<file path="src/rtl/pio_pkg.sv">
package pio_pkg;
  localparam int REG_AW = 4;
  localparam int NSPACE = 2;
  localparam int SP_IO  = 0;
  localparam int SP_CFG = 1;

  localparam logic [REG_AW-1:0] OFS_IO_ADDR = 4'h0;
  localparam logic [REG_AW-1:0] OFS_IO_DATA = 4'h1;
  localparam logic [REG_AW-1:0] OFS_IO_CTRL = 4'h2;
  localparam logic [REG_AW-1:0] OFS_CF_ADDR = 4'h4;
  localparam logic [REG_AW-1:0] OFS_CF_DATA = 4'h5;
  localparam logic [REG_AW-1:0] OFS_CF_CTRL = 4'h6;
  localparam logic [REG_AW-1:0] OFS_STATUS  = 4'h8;
  localparam logic [REG_AW-1:0] OFS_IRQ_EN  = 4'h9;

  localparam int CTRL_DIR_BIT = 0;
  localparam int CTRL_BE_LSB  = 4;
  localparam int NSTS         = 4;
endpackage

</file>
<file path="src/rtl/pio_chan.sv">
module pio_chan #(
  parameter int W = 32,
  localparam int BE_W = W / 8
) (
  input  logic            clk,
  input  logic            rst,
  input  logic            addr_we,
  input  logic            data_we,
  input  logic            ctrl_we,
  input  logic [W-1:0]    wdata,
  input  logic            dir_in,
  input  logic [BE_W-1:0] be_in,
  input  logic            other_busy,
  input  logic            complete,
  input  logic [W-1:0]    bus_rdata,
  input  logic            clr_done,
  input  logic            clr_rej,
  output logic [W-1:0]    addr_q,
  output logic [W-1:0]    data_q,
  output logic            dir_q,
  output logic [BE_W-1:0] be_q,
  output logic            busy_q,
  output logic            launch,
  output logic            done_q,
  output logic            rej_q
);
  logic refuse;

  assign launch = ctrl_we & ~busy_q & ~other_busy;
  assign refuse = ctrl_we & ~launch;

  always_ff @(posedge clk) begin
    if (rst) begin
      addr_q <= '0;
      data_q <= '0;
      dir_q  <= 1'b0;
      be_q   <= '0;
      busy_q <= 1'b0;
      done_q <= 1'b0;
      rej_q  <= 1'b0;
    end else begin
      if (addr_we && !busy_q) addr_q <= wdata;
      if (complete && !dir_q) data_q <= bus_rdata;
      else if (data_we && !busy_q) data_q <= wdata;
      if (launch) begin
        dir_q <= dir_in;
        be_q  <= be_in;
      end
      if (launch) busy_q <= 1'b1;
      else if (complete) busy_q <= 1'b0;
      if (complete) done_q <= 1'b1;
      else if (clr_done) done_q <= 1'b0;
      if (refuse) rej_q <= 1'b1;
      else if (clr_rej) rej_q <= 1'b0;
    end
  end


  busy_end_chk: assert property (@(posedge clk) disable iff (rst)
    $fell(busy_q) |-> $past(complete));

  cmpl_busy_chk: assert property (@(posedge clk) disable iff (rst)
    complete |-> busy_q);

  addr_hold_chk: assert property (@(posedge clk) disable iff (rst)
    busy_q |=> $stable(addr_q));

  done_set_chk: assert property (@(posedge clk) disable iff (rst)
    $rose(done_q) |-> $past(complete));
endmodule

</file>
<file path="src/rtl/pio_bus_port.sv">
module pio_bus_port #(
  parameter int W = 32,
  parameter int NSP = 2,
  localparam int BE_W = W / 8
) (
  input  logic                  clk,
  input  logic                  rst,
  input  logic [NSP-1:0]        launch,
  input  logic                  dir_in,
  input  logic [BE_W-1:0]       be_in,
  input  logic [NSP-1:0][W-1:0] addr_in,
  input  logic [NSP-1:0][W-1:0] data_in,
  input  logic                  bus_done,
  output logic                  bus_req,
  output logic                  bus_space,
  output logic                  bus_write,
  output logic [W-1:0]          bus_addr,
  output logic [W-1:0]          bus_wdata,
  output logic [BE_W-1:0]       bus_be,
  output logic [NSP-1:0]        complete
);
  logic sel;
  assign sel = launch[1];

  always_ff @(posedge clk) begin
    if (rst) begin
      bus_req   <= 1'b0;
      bus_space <= 1'b0;
      bus_write <= 1'b0;
      bus_addr  <= '0;
      bus_wdata <= '0;
      bus_be    <= '0;
    end else if (|launch) begin
      bus_req   <= 1'b1;
      bus_space <= sel;
      bus_write <= dir_in;
      bus_addr  <= addr_in[sel];
      bus_wdata <= data_in[sel];
      bus_be    <= be_in;
    end else if (bus_done) begin
      bus_req <= 1'b0;
    end
  end

  for (genvar i = 0; i < NSP; i++) begin : g_cmpl
    assign complete[i] = bus_done & bus_req & (bus_space == i[0]);
  end


  one_launch_chk: assert property (@(posedge clk) disable iff (rst)
    $onehot0(launch));

  req_hold_chk: assert property (@(posedge clk) disable iff (rst)
    bus_req && !bus_done |=> bus_req && $stable(bus_addr) && $stable(bus_space)
                             && $stable(bus_be) && $stable(bus_wdata));

  req_drop_chk: assert property (@(posedge clk) disable iff (rst)
    bus_req && bus_done |=> !bus_req);
endmodule

</file>
<file path="src/rtl/pio_xact_ctrl.sv">
module pio_xact_ctrl
  import pio_pkg::*;
#(
  parameter int W = 32,
  localparam int BE_W = W / 8
) (
  input  logic              clk,
  input  logic              rst,
  input  logic              wr_en,
  input  logic [REG_AW-1:0] wr_addr,
  input  logic [W-1:0]      wr_data,
  input  logic              rd_en,
  input  logic [REG_AW-1:0] rd_addr,
  output logic [W-1:0]      rd_data,
  output logic              bus_req,
  output logic              bus_space,
  output logic              bus_write,
  output logic [W-1:0]      bus_addr,
  output logic [W-1:0]      bus_wdata,
  output logic [BE_W-1:0]   bus_be,
  input  logic              bus_done,
  input  logic [W-1:0]      bus_rdata,
  output logic              irq
);
  logic [NSPACE-1:0]        addr_we, data_we, ctrl_we;
  logic [NSPACE-1:0]        launch, busy, done, rej, complete;
  logic [NSPACE-1:0][W-1:0] addr_r, data_r;
  logic [NSPACE-1:0]        dir_r;
  logic [NSPACE-1:0][BE_W-1:0] be_r;
  logic [NSTS-1:0]          sts, irq_en, clr;
  logic                     sts_we;

  always_comb begin
    addr_we = '0;
    data_we = '0;
    ctrl_we = '0;
    sts_we  = 1'b0;
    if (wr_en) begin
      case (wr_addr)
        OFS_IO_ADDR: addr_we[SP_IO]  = 1'b1;
        OFS_IO_DATA: data_we[SP_IO]  = 1'b1;
        OFS_IO_CTRL: ctrl_we[SP_IO]  = 1'b1;
        OFS_CF_ADDR: addr_we[SP_CFG] = 1'b1;
        OFS_CF_DATA: data_we[SP_CFG] = 1'b1;
        OFS_CF_CTRL: ctrl_we[SP_CFG] = 1'b1;
        OFS_STATUS:  sts_we          = 1'b1;
        default: ;
      endcase
    end
  end

  assign clr = sts_we ? wr_data[NSTS-1:0] : '0;

  for (genvar s = 0; s < NSPACE; s++) begin : g_sp
    pio_chan #(.W(W)) u_chan (
      .clk(clk), .rst(rst),
      .addr_we(addr_we[s]), .data_we(data_we[s]), .ctrl_we(ctrl_we[s]),
      .wdata(wr_data),
      .dir_in(wr_data[CTRL_DIR_BIT]),
      .be_in(wr_data[CTRL_BE_LSB +: BE_W]),
      .other_busy(busy[NSPACE-1-s]),
      .complete(complete[s]),
      .bus_rdata(bus_rdata),
      .clr_done(clr[s]),
      .clr_rej(clr[NSPACE + s]),
      .addr_q(addr_r[s]), .data_q(data_r[s]),
      .dir_q(dir_r[s]), .be_q(be_r[s]),
      .busy_q(busy[s]), .launch(launch[s]),
      .done_q(done[s]), .rej_q(rej[s])
    );
  end

  pio_bus_port #(.W(W), .NSP(NSPACE)) u_port (
    .clk(clk), .rst(rst),
    .launch(launch),
    .dir_in(wr_data[CTRL_DIR_BIT]),
    .be_in(wr_data[CTRL_BE_LSB +: BE_W]),
    .addr_in(addr_r), .data_in(data_r),
    .bus_done(bus_done),
    .bus_req(bus_req), .bus_space(bus_space), .bus_write(bus_write),
    .bus_addr(bus_addr), .bus_wdata(bus_wdata), .bus_be(bus_be),
    .complete(complete)
  );

  assign sts = {rej, done};

  function automatic logic [W-1:0] ctrl_word(input logic d, input logic [BE_W-1:0] b);
    logic [W-1:0] v;
    v = '0;
    v[CTRL_DIR_BIT] = d;
    v[CTRL_BE_LSB +: BE_W] = b;
    return v;
  endfunction

  always_ff @(posedge clk) begin
    if (rst) begin
      irq_en  <= '0;
      irq     <= 1'b0;
      rd_data <= '0;
    end else begin
      if (wr_en && wr_addr == OFS_IRQ_EN) irq_en <= wr_data[NSTS-1:0];
      irq <= |(sts & irq_en);
      if (rd_en) begin
        case (rd_addr)
          OFS_IO_ADDR: rd_data <= addr_r[SP_IO];
          OFS_IO_DATA: rd_data <= data_r[SP_IO];
          OFS_IO_CTRL: rd_data <= ctrl_word(dir_r[SP_IO], be_r[SP_IO]);
          OFS_CF_ADDR: rd_data <= addr_r[SP_CFG];
          OFS_CF_DATA: rd_data <= data_r[SP_CFG];
          OFS_CF_CTRL: rd_data <= ctrl_word(dir_r[SP_CFG], be_r[SP_CFG]);
          OFS_STATUS:  rd_data <= W'({busy, sts});
          OFS_IRQ_EN:  rd_data <= W'(irq_en);
          default:     rd_data <= '0;
        endcase
      end
    end
  end


  excl_busy_chk: assert property (@(posedge clk) disable iff (rst)
    !(busy[SP_IO] && busy[SP_CFG]));

  req_follows_busy_chk: assert property (@(posedge clk) disable iff (rst)
    bus_req == (|busy));

  refuse_chk: assert property (@(posedge clk) disable iff (rst)
    (|ctrl_we) && (|busy) |=> $stable(busy) && $stable(bus_addr));

  irq_src_chk: assert property (@(posedge clk) disable iff (rst)
    $rose(irq) |-> $past(|(sts & irq_en)));

  stray_done_chk: assert property (@(posedge clk) disable iff (rst)
    bus_done && !bus_req && !wr_en |=> $stable(sts) && $stable(busy));
endmodule

</file>
<file path="config.mk">
export PLATFORM = sky130hd
export DESIGN_NAME = pio_xact_ctrl
export DESIGN_NICKNAME = d
export VERILOG_FILES = /design/src/rtl/pio_pkg.sv /design/src/rtl/pio_chan.sv /design/src/rtl/pio_bus_port.sv /design/src/rtl/pio_xact_ctrl.sv
export SDC_FILE = /design/constraint.sdc
export NUM_CORES = 1
export LEC_CHECK = 0
export ABC_AREA = 1
export BUFFER_PORTS_ARGS = -buffer_cell sky130_fd_sc_hd__buf_2
export CAP_MARGIN = 0
export CORE_UTILIZATION = 61
export CTS_CLUSTER_SIZE = 25
export DETAILED_ROUTE_END_ITERATION = 16
export PLACE_DENSITY = 0.85
export REMOVE_ABC_BUFFERS = 1
export SYNTH_ARGS = -nofsm -noshare
export SYNTH_HDL_FRONTEND = slang
export SYNTH_SLANG_ARGS = --single-unit
</file>
<file path="constraint.sdc">
create_clock -name clk -period 3.3 [get_ports clk]
set_input_delay 0.495 -clock clk [delete_from_list [all_inputs] [get_ports clk]]
set_output_delay 0.495 -clock clk [all_outputs]
set_load 0.005 [all_outputs]
</file>
## Word-level counts from Yosys, hierarchy flattened

Cells that the tools add are included.

| operators by class | value |
|---|---|
| order comparisons | 1 |
| equal/unequal tests | 14 |
| multiplexer cells | 35 |
| bitwise operators | 15 |
| reduce and logical (&&, ||, !) cells | 24 |

Operators with widths:

| kind | number |
|---|---|
| $mux 32 | 8 |
| $pmux 32 s8 | 1 |
| $eq 4x3->1 const B | 6 |
| $mux 1 | 22 |
| $reduce_bool 2->1 | 9 |
| $eq 4x4->1 const B | 4 |
| $and 1x1->1 | 9 |
| $eq 4x1->1 const B | 2 |
| $eq 4x2->1 const B | 2 |
| $logic_not 4->1 | 2 |
| $logic_and 1x1->1 | 7 |
| $mux 2 | 3 |
| $not 1->1 | 5 |
| $and 4x4->4 | 1 |
| $logic_not 1->1 | 4 |
| $mux 4 | 1 |
| $reduce_or 4->1 | 1 |
| $lt 1x2->1 const B | 1 |
| $reduce_or 2->1 | 1 |

| storage, ports and cells | value |
|---|---|
| flip-flop bits (word level) | 252 |
| input port bits | 77 |
| output and inout port bits | 104 |
| word-level logic and storage cells | 112 |

## Logic depth before layout (Yosys ltp)

Gate-level depths: netlist (run 1).

| logic depth | value |
|---|---|
| depth after elaboration | 8 |
| gate-level depth with buffers | 9 |

## Hierarchy

Synthesis (run 1) repeated with hierarchy kept, for this count alone.

| second synthesis, totals | value |
|---|---|
| cells, all modules | 1953 |
| area, all modules | 12594.6 um^2 |

Modules (own cells, without submodules):

| module | times used | cells an instance | area each (um^2) |
|---|---|---|---|
| pio_chan | 2 | 428 | 3155.5 |
| pio_bus_port | 1 | 646 | 3691.0 |
| pio_xact_ctrl | 1 | 451 | 2592.5 |

## Worst setup path before layout (run 1)

No wires, ideal clock.

| timing | value |
|---|---|
| kind | input -> register |
| start point | input port wr_addr[1] |
| end point | register g_sp[0].u_chan.dir_q |
| setup time | 0.133 ns |
| arrival | 1.486 ns |
| data required time | 3.167 ns |
| setup slack | 1.681 ns |
| cell stages on the path | 9 |
| path buffers | 2 |
| cells stage by stage | inv_2 -> nor2_4 -> nand2_1 -> nor2_4 -> nand2_2 -> buf_6 -> buf_6 -> o21ai_1 -> a21oi_1 |

| on the way | value |
|---|---|
| word-level cells in the longest chain between the ends | 5 |

RTL lines:

| element | RTL line | source |
|---|---|---|
| from (decl) | pio_xact_ctrl.sv:10 | `input logic [REG_AW-1:0] wr_addr,` |
| $eq 4x2->1 | pio_xact_ctrl.sv:39 | `case (wr_addr)` |
| $mux 1 | pio_xact_ctrl.sv:39 |  |
| $mux 2 | pio_xact_ctrl.sv:38 | `if (wr_en) begin` |
| $and 1x1->1 (2 in series) | pio_chan.sv:29 | `assign launch = ctrl_we & ~busy_q & ~other_busy;` |
| to (signal assigned) | pio_chan.sv:46 | `dir_q <= dir_in;` |
| to (decl) | pio_chan.sv:20 | `output logic dir_q,` |

No other way between the ends.
A chain may end at the register's enable or synchronous reset.

## Worst setup path after layout (run 1)

| timing | value |
|---|---|
| start point | register g_sp[0].u_chan.busy_q |
| end point | register u_port.bus_wdata[0] |

| on the way | value |
|---|---|
| word-level cells in the longest chain between the ends | 4 |
| elaborated cells on any way between the ends | 7 |

RTL lines:

| element | RTL line | source |
|---|---|---|
| from (decl) | pio_chan.sv:22 | `output logic busy_q,` |
| from (signal assigned) | pio_chan.sv:38 | `busy_q <= 1'b0;` |
| from (signal assigned) | pio_chan.sv:49 | `if (launch) busy_q <= 1'b1;` |
| from (signal assigned) | pio_chan.sv:50 | `else if (complete) busy_q <= 1'b0;` |
| $not 1->1 * | pio_chan.sv:29 |  |
| $and 1x1->1 | pio_chan.sv:29 |  |
| $mux 32 (implied by the code) / $and 1x1->1 (equally long branches) | pio_bus_port.sv:38, pio_chan.sv:29 |  |
| $mux 32 (implied by the code) / $reduce_or 2->1 (equally long branches) | pio_bus_port.sv:38, pio_bus_port.sv:33 |  |
| to (signal assigned) | pio_bus_port.sv:38 | `bus_wdata <= data_in[sel];` |
| to (decl) | pio_bus_port.sv:18 | `output logic [W-1:0] bus_wdata,` |

Every way passes the cells marked *; elsewhere a longest branch is shown, timed or not. The select of a mux whose other input is x is not followed.

==> results.cfg, run 1 <==
[sta]
relSlewSlack_pct = 38.8
grt_setup_unrepaired = no
slew_viol_final = 0
fmax_mhz = 413
tightest_slew_ns = 0.914
period_needed_ns = 2.42
fin_crit_sh_pct = 73.4
clock_skew_ns = 0.00903
hold_viol_final = 0
setup_viol_count_final = 0

[synth]
ys_ff_latch = 252
synth.distinct_cells = 28
ys_seq_area_share_pct = 43.6
ys_warn_count = 0
syn_area_um2 = 11600
syn_area_per_cell_um2 = 6.95
synthCells = 1664

[detailed_routing]
wirelength_mm = 38.0
dr.pass1.iters = 6
ant_nets = 0
wl_per_cell_um = 18.8
drc = 0
first_iter_violations = 1630
num_vias = 12600
vias_per_cell = 6.25

[die]
dieArea_um2 = 19500
num_rows = 49
die_h_um = 140
ioPinCount = 181
fp.dieW_um = 140
initial_utilization_pct = 63.3
core_um2 = 18300

[grt]
antenna_found_initial = 0
grt_pass1_wl_mm = 60.4
overflow = 0
grt_max_degree = 131
grt_busiest_layer = met2
use_met2_pct = 63.8
grt_usage_pct = 38.4
use_met1_pct = 47.2
grtUsageMet3_pct = 6.13
grt_pass1_vias = 12200

[layout]
fillerInstances = 1482
layout_common_cells = nand2_1 (316), dfxtp_1 (252), a21oi_1 (207), o21ai_0 (207), nand3_1 (206)
antennaDiodeCount = 0
mostFrequentLayoutCell = nand2_1
drive_above_1_share_pct = 15.6
syn2layout_area_growth_pct = 16.1
nets = 1848
design_area_um2 = 13400
post-route-util_pct = 73.5

[setup_path]
critPathMaxFanout = 130
endpoint_kind = register
crit_arrival_ns = 2.82
critPathSlowestCell = nor2_4
path_class = register to register
r2r_end = u_port.bus_wdata[0]
cpPeakStageDelay_ns = 0.49
cp-start-kind = register
r2r_setup_slack_ns = 0.88
path_cells = nor2_4 -> nand3_4 -> buf_12 -> or2_2 -> nand3_1 -> a21oi_1
cp_data_required_time_ns = 3.70
rr_startpoint = g_sp[0].u_chan.busy_q
r2r_cells = 6

[clock_network]
cts_buffer_depth = 3
postCtsHoldBufs = 0
htreeDepth = 1
clk_latency_ns = 0.54
root_buffer = clkbuf_16
ctsResizeCount = 0
numClockSinks = 252
cts_made_buffers = 26
clkTransAtPathRegs_ns = 0.07
cts_tree = yes
post_cts_buffers = 0

[flow_run]
cap_violations = 0

[power_and_ir_drop]
clock_power_share_pct = 46.1
intPower_mw = 5.08
powerDensity_nw_per_um2 = 498
leakagePower_nw = 5.62
combPwrFrac_pct = 7.1
seqPwrFrac_pct = 46.8
sw_frac_of_total_pct = 24.0
power.switching_mw = 1.61
peakVddDrop_uv = 408

[min_path]
hold_path_depth = 3
worstHoldPathType = input pin to register
holdCritStartpoint = bus_rdata[9]
holdPathEnd = g_sp[1].u_chan.data_q[9]

[placement]
numPortBuffers = 180
place_hpwl_mm = 21.7
dpl_cell_area_um2 = 12500
place_congestion = 0.861

[status]
status = completed
[cell families (layout without fill, tap and decap cells)]
family                 count (synthesis)  count (layout)  share of synthesized area (%)
AO/OA/AOI/OAI                        469             469                           20.8
flip-flops                           252             252                           43.6
buffers and inverters                289             416                           10.1
AND/OR/NAND/NOR                      654             654                           25.5
[stage by stage]
step / setup WS (ns) / instances / power (mW) / hold WS, ns / setup TNS (ns)
finish: 0.878 / 2020 / 6.69 / 0.213 / 0
global route: 0.877 / 2020 / 6.85 / 0.232 / 0
CTS: 1.02 / 2020 / 6.67 / 0.218 / 0
detailed placement: 0.878 / 1972 / 3.65 / 0.448 / 0
global placement: 0.993 / 1972 / 3.64 / 0.449 / 0
floorplan: -0.614 / 1529 / 3.41 / 0.432 / -43.10
[cells in the mapped netlist, drive strengths merged]
| cell | count | share of area, % |
|---|---|---|
| nor3 | 7 | 0.30 |
| a41oi | 1 | 0.076 |
| nand2 | 321 | 11 |
| or2 | 4 | 0.22 |
| a31oi | 32 | 1.7 |
| clkbuf | 92 | 3.0 |
| a211oi | 5 | 0.32 |
| nand3b | 1 | 0.065 |
| a21oi | 207 | 9.0 |
| clkinv | 1 | 0.032 |
| nand4 | 60 | 3.2 |
| nand3 | 208 | 9.1 |
| nor2 | 53 | 2.0 |
| dfxtp | 252 | 44 |
| o21ai | 224 | 9.7 |
| buf | 43 | 2.1 |
| inv | 153 | 5.0 |
[registers in the layout, indices dropped and copies added (netlist names)]
register and flops:
u_port.bus_write 1, g_sp.u_chan.be_q 8, g_sp.u_chan.rej_q 2, g_sp.u_chan.dir_q 2, u_port.bus_wdata 32, u_port.bus_addr 32, irq_en 4, u_port.bus_space 1
rd_data 32, irq 1, g_sp.u_chan.busy_q 2, u_port.bus_be 4, g_sp.u_chan.data_q 64, g_sp.u_chan.addr_q 64, u_port.bus_req 1, g_sp.u_chan.done_q 2
[worst max path at each step]
stage	slack, ns	end	from
floorplan	-0.61	u_port.bus_wdata[0]	g_sp[0].u_chan.busy_q
global placement	0.99	g_sp[0].u_chan.addr_q[28]	wr_addr[0]
detailed placement	0.88	g_sp[1].u_chan.addr_q[7]	wr_en
CTS	1.02	u_port.bus_addr[6]	g_sp[0].u_chan.busy_q
global route	0.88	u_port.bus_be[2]	g_sp[0].u_chan.busy_q
finish	0.88	u_port.bus_wdata[0]	g_sp[0].u_chan.busy_q
[critical path, delay by kind of cell (launching register included)]
| kind | cells | cell delay, ns |
|---|---|---|
| AOI/OAI and AO/OA | 1 | 0.08 |
| buffers and inverters | 1 | 0.32 |
| and+or+nand+nor | 4 | 1.34 |
| DFF | 1 | 0.36 |
[power groups by stage]
stage,logic (mW),clock network (mW),registers (mW)
6_report,0.474,3.08,3.13
2_1_floorplan,0.221,0,3.19
3_3_place_gp,0.443,0,3.20
4_1_cts,0.457,3.08,3.13
3_5_place_dp,0.453,0,3.20
5_1_grt,0.509,3.20,3.14
[routing by layer]
metal  wire length (um)  part of all wire [%]
met5                  0                     0
met4               1850                   4.9
met3               4610                    12
met2              17600                    46
met1              13900                    37
[layout make-up]
class	count	area, um2	area share, %
clock inverters	10	109	0.811
inverters	154	579	4.32
well taps	229	287	2.13
clock buffers	38	807	6.01
flip-flops and latches	252	5040	37.6
repair buffers	214	1210	9.01
multi-input cells	1123	5390	40.1
Power figures use the tool's default switching activity.
==> inputs of run 2 (changes only) <==
--- a/config.mk
+++ b/config.mk
@@ -5,13 +5,13 @@
 export SDC_FILE = /design/constraint.sdc
 export NUM_CORES = 1
 export LEC_CHECK = 0
-export ABC_AREA = 1
+export ABC_AREA = 0
 export BUFFER_PORTS_ARGS = -buffer_cell sky130_fd_sc_hd__buf_2
 export CAP_MARGIN = 0
-export CORE_UTILIZATION = 61
+export CORE_UTILIZATION = 57
 export CTS_CLUSTER_SIZE = 25
 export DETAILED_ROUTE_END_ITERATION = 16
-export PLACE_DENSITY = 0.85
+export PLACE_DENSITY = 0.8
 export REMOVE_ABC_BUFFERS = 1
 export SYNTH_ARGS = -nofsm -noshare
 export SYNTH_HDL_FRONTEND = slang
==> constraint.sdc (replaced) <==
create_clock -name clk -period 2.45 [get_ports clk]
set_input_delay 0.3675 -clock clk [delete_from_list [all_inputs] [get_ports clk]]
set_output_delay 0.3675 -clock clk [all_outputs]
set_load 0.005 [all_outputs]
==> results.cfg, run 2 <==
[die]
fp.dieW_um = 143
initial_utilization_pct = 58.2
core_um2 = 19500
num_rows = 51
ioPinCount = 181
dieArea_um2 = 20500
die_h_um = 143

[layout]
mostFrequentLayoutCell = dfxtp_1
design_area_um2 = 13200
drive_above_1_share_pct = 24.9
largestRegisters = g_sp.u_chan.addr_q x64, g_sp.u_chan.data_q x64
nets = 1416
antennaDiodeCount = 0
post-route-util_pct = 67.8
syn2layout_area_growth_pct = 16.4
final_cells = 1621
layout_common_cells = dfxtp_1 (252), buf_2 (178), nand2_1 (170)

[sta]
clock_skew_ns = 0.0101
relSlewSlack_pct = 51.4
fin_ws_ns = 0.593
fmax_mhz = 539
grt_setup_unrepaired = no
period_needed_ns = 1.86
fin_crit_sh_pct = 75.8
slew_viol_final = 0
hold_viol_final = 0
setup_viol_count_final = 0
tightest_slew_ns = 0.729

[synth]
ys_top_cells_by_count = dfxtp_1 (252), nand2_1 (170), nor2_1 (152)
synth.most_common_cell = dfxtp_1
synthCells = 1209
synth_flop_cell = dfxtp_1
netlist.area_leader.share_pct = 44.4
syn_area_per_cell_um2 = 9.41
synth_edf_count = 0
ys_seq_area_share_pct = 44.4
synth.distinct_cells = 48
syn_area_um2 = 11400
ys_ff_latch = 252
yosys-top-cells-area = dfxtp_1 (44%), mux2i_1 (13%), a211oi_2 (7.0%)
yosysTopAreaCell = dfxtp_1
async_reset_ff_share_pct = 0
ys_warn_count = 0

[clock_network]
clk_latency_ns = 0.53
root_buffer = clkbuf_16
postCtsHoldBufs = 0
ctsResizeCount = 0
cts_tree = yes
cts_made_buffers = 26
post_cts_buffers = 0
numClockSinks = 252
cts_buffer_depth = 3
htreeDepth = 1
clkTransAtPathRegs_ns = 0.06

[setup_path]
critPathSlowestCell = buf_4
cp-start-kind = register
path_depth = 5
crit_arrival_ns = 2.28
r2r_cells = 5
cpPeakStageDelay_ns = 0.55
critical_path_buf_inv_count = 1
critPathMaxFanout = 32
endpoint_kind = register
path_class = register to register
path_delay_family = buffers and inverters
cp_data_required_time_ns = 2.87
path_cells = nor3_1 -> nand2b_2 -> buf_4 -> mux2i_1 -> a211oi_1

[grt]
grt_pass1_vias = 9047
grt_pass1_wl_mm = 48.3
grt_usage_pct = 30.1
grt_max_degree = 129
antenna_found_initial = 0
overflow = 0

[min_path]
worstHoldPathType = input pin to register
hold_path_depth = 3

[detailed_routing]
drc = 0
wl_per_cell_um = 19.2
ant_nets = 0
vias_per_cell = 6.03
wirelength_mm = 31.1
dr.pass1.iters = 6
first_iter_violations = 699
num_vias = 9771

[placement]
numPortBuffers = 180
place_congestion = 0.861
place_hpwl_mm = 19.1
numPlacedInstances = 1576
dpl_cell_area_um2 = 12300
pre_cts_ws_ns = 0.461

[power_and_ir_drop]
leakagePower_nw = 5.24
powerDensity_nw_per_um2 = 679
total_power_mw = 8.99
peakVddDrop_uv = 425

[status]
status = completed

[flow_run]
cap_violations = 0
-- run 2: cell type report --
cell class | count | area, um2
Inverter | 7 | 26.3
Clock buffer | 39 | 821
Tap cell | 265 | 332
Fill cell | 1545 | 6290
Timing Repair Buffer | 209 | 1240
Sequential cell | 252 | 5040
Clock inverter | 6 | 85.1
Multi-Input combinational cell | 843 | 5680
-- run 2: where the power goes --
group	switching [mW]	internal (mW)	total, mW
Combinational	0.412	0.239	0.651
Sequential	0.0536	4.18	4.23
Clock	1.61	2.51	4.11
-- run 2: per-layer routing --
layer | part of all wire [%] | up-vias | GRT usage [%]
li1 | - | 4592 | -
met1 | 41 | 4635 | 39.5
met2 | 47 | 471 | 50.0
met3 | 8.2 | 73 | 4.02
met4 | 3.2 | 0 | 11.5
met5 | 0 | - | 0
-- run 2: per-stage QoR --
stage | TNS (ns) | hold slack [ns]
finish | 0 | 0.110
global route | 0 | 0.104
global placement | 0 | 0.435
floorplan | -223.05 | 0.432
CTS | 0 | 0.0977
detailed placement | 0 | 0.443
-- run 2: cell families (layout without fill, tap and decap cells) --
family | count (synthesis) | count (layout) | share of synthesized area (%)
mux | 150 | 150 | 13.3
compound gates | 322 | 322 | 22.3
simple gates | 371 | 371 | 14.2
buf+inv | 114 | 261 | 5.81
flops | 252 | 252 | 44.4
-- run 2: path summary, 6_finish.rpt --
path / start / endpoint / slack (ns)
worst min register to register: rd_data[20] / rd_data[20] / 0.45
worst min-delay path: wr_data[21] / g_sp[0].u_chan.addr_q[21] / 0.11
worst max-delay path: g_sp[0].u_chan.busy_q / g_sp[0].u_chan.data_q[16] / 0.59
worst max register to register: g_sp[0].u_chan.busy_q / g_sp[0].u_chan.data_q[16] / 0.59
-- run 2: tightest hold or removal path: cells and delay by family --
family                 cells  cell delay [ns]
AND/OR/NAND/NOR            1             0.05
buffers and inverters      1             0.12
AO/OA/AOI/OAI              1             0.05
